## src/rtl/soc_ctl_regs.sv

```systemverilog
module soc_ctl_regs #(
  parameter int          ADR_W        = 2,
  parameter int          CNT_W        = 32,
  parameter logic [31:0] SCRATCH_INIT = 32'h1234_5678
) (
  input  logic             clk,
  input  logic             rst_n,
  input  logic             bus_cyc,
  input  logic             bus_stb,
  input  logic             bus_we,
  input  logic [ADR_W-1:0] bus_adr,
  input  logic [3:0]       bus_sel,
  input  logic [31:0]      bus_wdat,
  output logic [31:0]      bus_rdat,
  output logic             bus_ack,
  input  logic             tmo_evt,
  output logic             sys_rst_pulse,
  output logic             cpu_hold
);

  localparam logic [ADR_W-1:0] W_RST = ADR_W'(0);
  localparam logic [ADR_W-1:0] W_SCR = ADR_W'(1);
  localparam logic [ADR_W-1:0] W_ERR = ADR_W'(2);
  localparam logic [CNT_W-1:0] CNT_MAX = '1;

  logic [31:0]      scratch;
  logic [CNT_W-1:0] cnt;
  logic [31:0]      rd_mux;

  wire req = bus_cyc & bus_stb & ~bus_ack;
  wire wr  = req & bus_we;

  always_comb begin
    case (bus_adr)
      W_RST:   rd_mux = {30'd0, cpu_hold, 1'b0};
      W_SCR:   rd_mux = scratch;
      W_ERR:   rd_mux = 32'(cnt);
      default: rd_mux = 32'd0;
    endcase
  end

  always_ff @(posedge clk or negedge rst_n) begin
    if (!rst_n) begin
      bus_ack       <= 1'b0;
      bus_rdat      <= 32'd0;
      sys_rst_pulse <= 1'b0;
      cpu_hold      <= 1'b0;
    end else begin
      bus_ack       <= req;
      if (req) bus_rdat <= rd_mux;
      sys_rst_pulse <= wr && bus_adr == W_RST && bus_wdat[0];
      if (sys_rst_pulse)             cpu_hold <= 1'b0;
      else if (wr && bus_adr == W_RST) cpu_hold <= bus_wdat[1];
    end
  end

  for (genvar b = 0; b < 4; b++) begin : g_lane
    always_ff @(posedge clk or negedge rst_n) begin
      if (!rst_n)
        scratch[8*b +: 8] <= SCRATCH_INIT[8*b +: 8];
      else if (sys_rst_pulse)
        scratch[8*b +: 8] <= SCRATCH_INIT[8*b +: 8];
      else if (wr && bus_adr == W_SCR && bus_sel[b])
        scratch[8*b +: 8] <= bus_wdat[8*b +: 8];
    end
  end

  always_ff @(posedge clk or negedge rst_n) begin
    if (!rst_n)                       cnt <= '0;
    else if (sys_rst_pulse)           cnt <= '0;
    else if (tmo_evt && cnt != CNT_MAX) cnt <= cnt + 1'b1;
  end

endmodule

```

## config.mk

```make
export PLATFORM = sky130hd
export DESIGN_NAME = soc_ctl_regs
export DESIGN_NICKNAME = d
export VERILOG_FILES = /design/src/rtl/soc_ctl_regs.sv
export SDC_FILE = /design/constraint.sdc
export NUM_CORES = 1
export LEC_CHECK = 0
export CAP_MARGIN = 15
export CORE_UTILIZATION = 53
export DETAILED_ROUTE_END_ITERATION = 8
export MAX_ROUTING_LAYER = met4
export PLACE_DENSITY = 0.8
export SLEW_MARGIN = 20
export SYNTH_ARGS = -nofsm -noshare
export SYNTH_HDL_FRONTEND = slang
export SYNTH_SLANG_ARGS = --single-unit
```

## constraint.sdc

```tcl
create_clock -name clk -period 2.62 [get_ports clk]
set_clock_uncertainty 0.05 [all_clocks]
set_input_delay 0.524 -clock clk [delete_from_list [all_inputs] [get_ports clk]]
set_output_delay 0.524 -clock clk [all_outputs]
set_load 0.01 [all_outputs]
```

==> results.md <==
- Placer congestion estimate: between 0.8 and 0.9
- Sequential cell area: roughly 0.0025 mm²
- Clock power share: 0.254
- Fmax: about 420 MHz
- Worst VDD drop: between 0.0003 and 0.0004 V
- CTS Root Cell: clkbuf_8
- Final net count: about 600
- P_int: ~0.0027 W
- CP Launch Type: register
- Synthesized flop and latch total: 99
- Total track usage: 0.284
- Leak pwr: approximately 2.4 nW
- Run status: finished, final reports clean
- Clk buf depth: 2
- DP Area: 0.00555 mm²
- Number of gates resized after cts: 0
- Global-route wire length before repair: a little under 20,000 µm
- I/O Pins: between 70 and 80
- DRC: 0
- Worst slew pin tran: 0.750 ns
- GRT overflow: 0
- Switching power: 0.00112 W
- Mean routed wirelength per cell: between 15 and 20 µm
- Cell area after synthesis: 0.00470 mm²
- First-pass iteration count of the detailed router: 4
- Initial antenna violation count: 0
- Starting DRT DRC Count: between 200 and 250
- Min Tclk post-route: 2.38 ns
- Share of layout cells above drive strength 1: 0.0934
- Fin util: 0.687
- Crit share post-route: 0.908
- Logic pwr share: 0.200
- Drt via density: just over 6
- Clk sinks: 99
- Clk_lat worst skew: approximately 0.37 ns
- PortBufs: 78
- EDFF count, synth: 0
- Mapped Cells: between 400 and 500
- Clk pin slew, worst setup/hold paths: approximately 0.090 ns
- RSZ-0062 raised after global routing: false
- Die Ht: around 96 µm
- Endpoint type of the worst setup path: register
- Num CTS Buffers: 9
- Final number of hold-violating endpoints: 0
- Mean Syn Cell Area: a little under 10 µm²
- Switch share: 0.294
- CP Max Fanout: 8
- Final instance area: roughly 0.0058 mm²
- Hold WC Path Type: reg -> reg
- Via count of the routed design: just over 4,000
- Critical path class: reg -> reg
- Die area: about 0.009 mm²
- Total Wirelength: around 12,000 µm
- CTS tree: yes
- Flop pwr share: 0.545
- Crit path DAT: between 2 and 3 ns
- PD cells: around 660 mW/mm²
- Ant. Diodes: 0
- YS warnings: 0
- TNS Setup: 0 ns
- Synth-to-Final Area Change: 22.6%
- Slew margin rel.: 0.499
- Required time worst endpoint: 2.83 ns
- Most frequent cells in the layout: dfrtp_1 (85), nor2_1 (80), clkdlybuf4s50_1 (77), nand2_1 (41), a21oi_1 (40)
- Largest net degree at the start of global routing: 67
- Post-synthesis sequential area ratio: 0.531
- DPL Wire Length: 7900 µm
- Post-Syn Nets: between 500 and 600
- Placeable Area: ~0.0084 mm²
- Die width: a little under 100 µm
- # rows: 33
- Top FF cell, synth: dfrtp_1
- Max_cap viols: 0
- Area of the multi-input gates: between 0.002 and 0.0025 mm²
- Commonest non-fill, non-tap cell in the layout: dfrtp_1
- Final setup fails: 0
- Post-synthesis async set-or-reset flop share: 1.00
- Initial Utilization: 0.560
- Post-route ant nets: 0
- FILL cells: 662
- Max H-tree Level: 3
- Synth unique cells: 44
- Number of global-route vias before repair: roughly 4,000
- Max-slew violation count: 0
## routing by layer
layer,track usage,part of all wire,routed length [µm]
met5,-,0,0
met4,0.0933,0.018,210
met3,0.0490,0.051,585
met2,0.466,0.51,5920
met1,0.359,0.42,4850
## cells by family after synthesis
| group | after synthesis | share of synthesized area |
|---|---|---|
| multiplexers | 3 | 0.00666 |
| buffers and inverters | 40 | 0.0370 |
| flip-flops | 99 | 0.531 |
| XOR/XNOR | 11 | 0.0205 |
| AO/OA/AOI/OAI | 116 | 0.173 |
| adder cells (fa/ha/maj) | 1 | 0.00266 |
| AND/OR/NAND/NOR | 217 | 0.230 |
## flip-flops by register name, indices dropped and copies added (netlist names)
| name | count |
|---|---|
| cpu_hold | 1 |
| bus_ack | 1 |
| sys_rst_pulse | 1 |
| cnt | 32 |
| bus_rdat | 32 |
| scratch | 32 |
## through the flow
step                total power (W)  hold WS, ns  instances  setup slack, ns
finish                      0.00382        0.463        662            0.241
global route                0.00402        0.489        662           0.0704
CTS                         0.00385        0.473        662            0.287
detailed placement          0.00287        0.387        645            0.209
global placement            0.00282        0.381        645            0.173
floorplan                   0.00245        0.178        487            0.532
## critical path, cell delays in order (launching register included)
cell	delay [ns]
dfrtp_1	0.46
ha_1	0.24
and4_1	0.30
nand3_1	0.30
a311oi_1	0.50
nand3_1	0.14
mux2_2	0.28
## final timing paths
kind                               from       endpoint  slack [ns]  depth (start not counted)
hold / removal             bus_rdat[18]   bus_rdat[18]        0.46                          2
setup / recovery                 cnt[0]        cnt[16]        0.24                          6
hold reg to reg            bus_rdat[18]   bus_rdat[18]        0.46                          2
min in group asynchronous         rst_n  sys_rst_pulse        0.54                          2
max in group asynchronous         rst_n    scratch[12]        1.20                          3
setup reg to reg                 cnt[0]        cnt[16]        0.24                          6
## power groups by stage
stage,clock [W],sequential [W],combinational (W)
2_1_floorplan,0,0.00208,0.000372
3_3_place_gp,0,0.00209,0.000728
3_5_place_dp,0,0.00211,0.000767
4_1_cts,0.000999,0.00208,0.000774
5_1_grt,0.00105,0.00212,0.000851
6_report,0.000972,0.00208,0.000766
## timing repair
| action | 4_1_cts | 5_1_grt |
|---|---|---|
| hold endpoints to repair | 16 | 0 |
| hold buffers | 1 | 0 |
| setup buffers | 0 | 0 |
## synthesized netlist by cell type, types with 2 or more instances
master / instances / area share
nand2_1: 41 / 0.033
and2_1: 5 / 0.0067
a21oi_1: 40 / 0.043
a31oi_1: 3 / 0.0040
inv_1: 4 / 0.0032
o21ai_0: 12 / 0.013
and4_4: 3 / 0.0072
buf_6: 2 / 0.0048
or4_1: 9 / 0.014
dfrtp_1: 86 / 0.46
and3_1: 14 / 0.019
nand4_1: 7 / 0.0093
xnor2_1: 10 / 0.019
or3_1: 10 / 0.013
dfstp_2: 13 / 0.073
a311oi_1: 3 / 0.0056
and4_1: 2 / 0.0037
a2111oi_0: 3 / 0.0056
a221oi_1: 31 / 0.058
buf_2: 5 / 0.0053
nand3_1: 32 / 0.034
nor3_1: 3 / 0.0032
nor2b_1: 3 / 0.0040
clkbuf_2: 2 / 0.0021
mux2i_1: 2 / 0.0043
a211o_1: 13 / 0.024
clkbuf_1: 26 / 0.021
o31ai_1: 8 / 0.013
nor2_1: 80 / 0.064
## layout make-up
| class | count | share of cell area |
|---|---|---|
| well taps | 105 | 0.0228 |
| inverters | 4 | 0.00261 |
| repair buffers | 90 | 0.153 |
| clock buffers | 10 | 0.0222 |
| flip-flops and latches | 99 | 0.433 |
| clock inverters | 6 | 0.0113 |
| multi-input cells | 348 | 0.354 |
No activity file was read; power rests on OpenSTA's default activity.
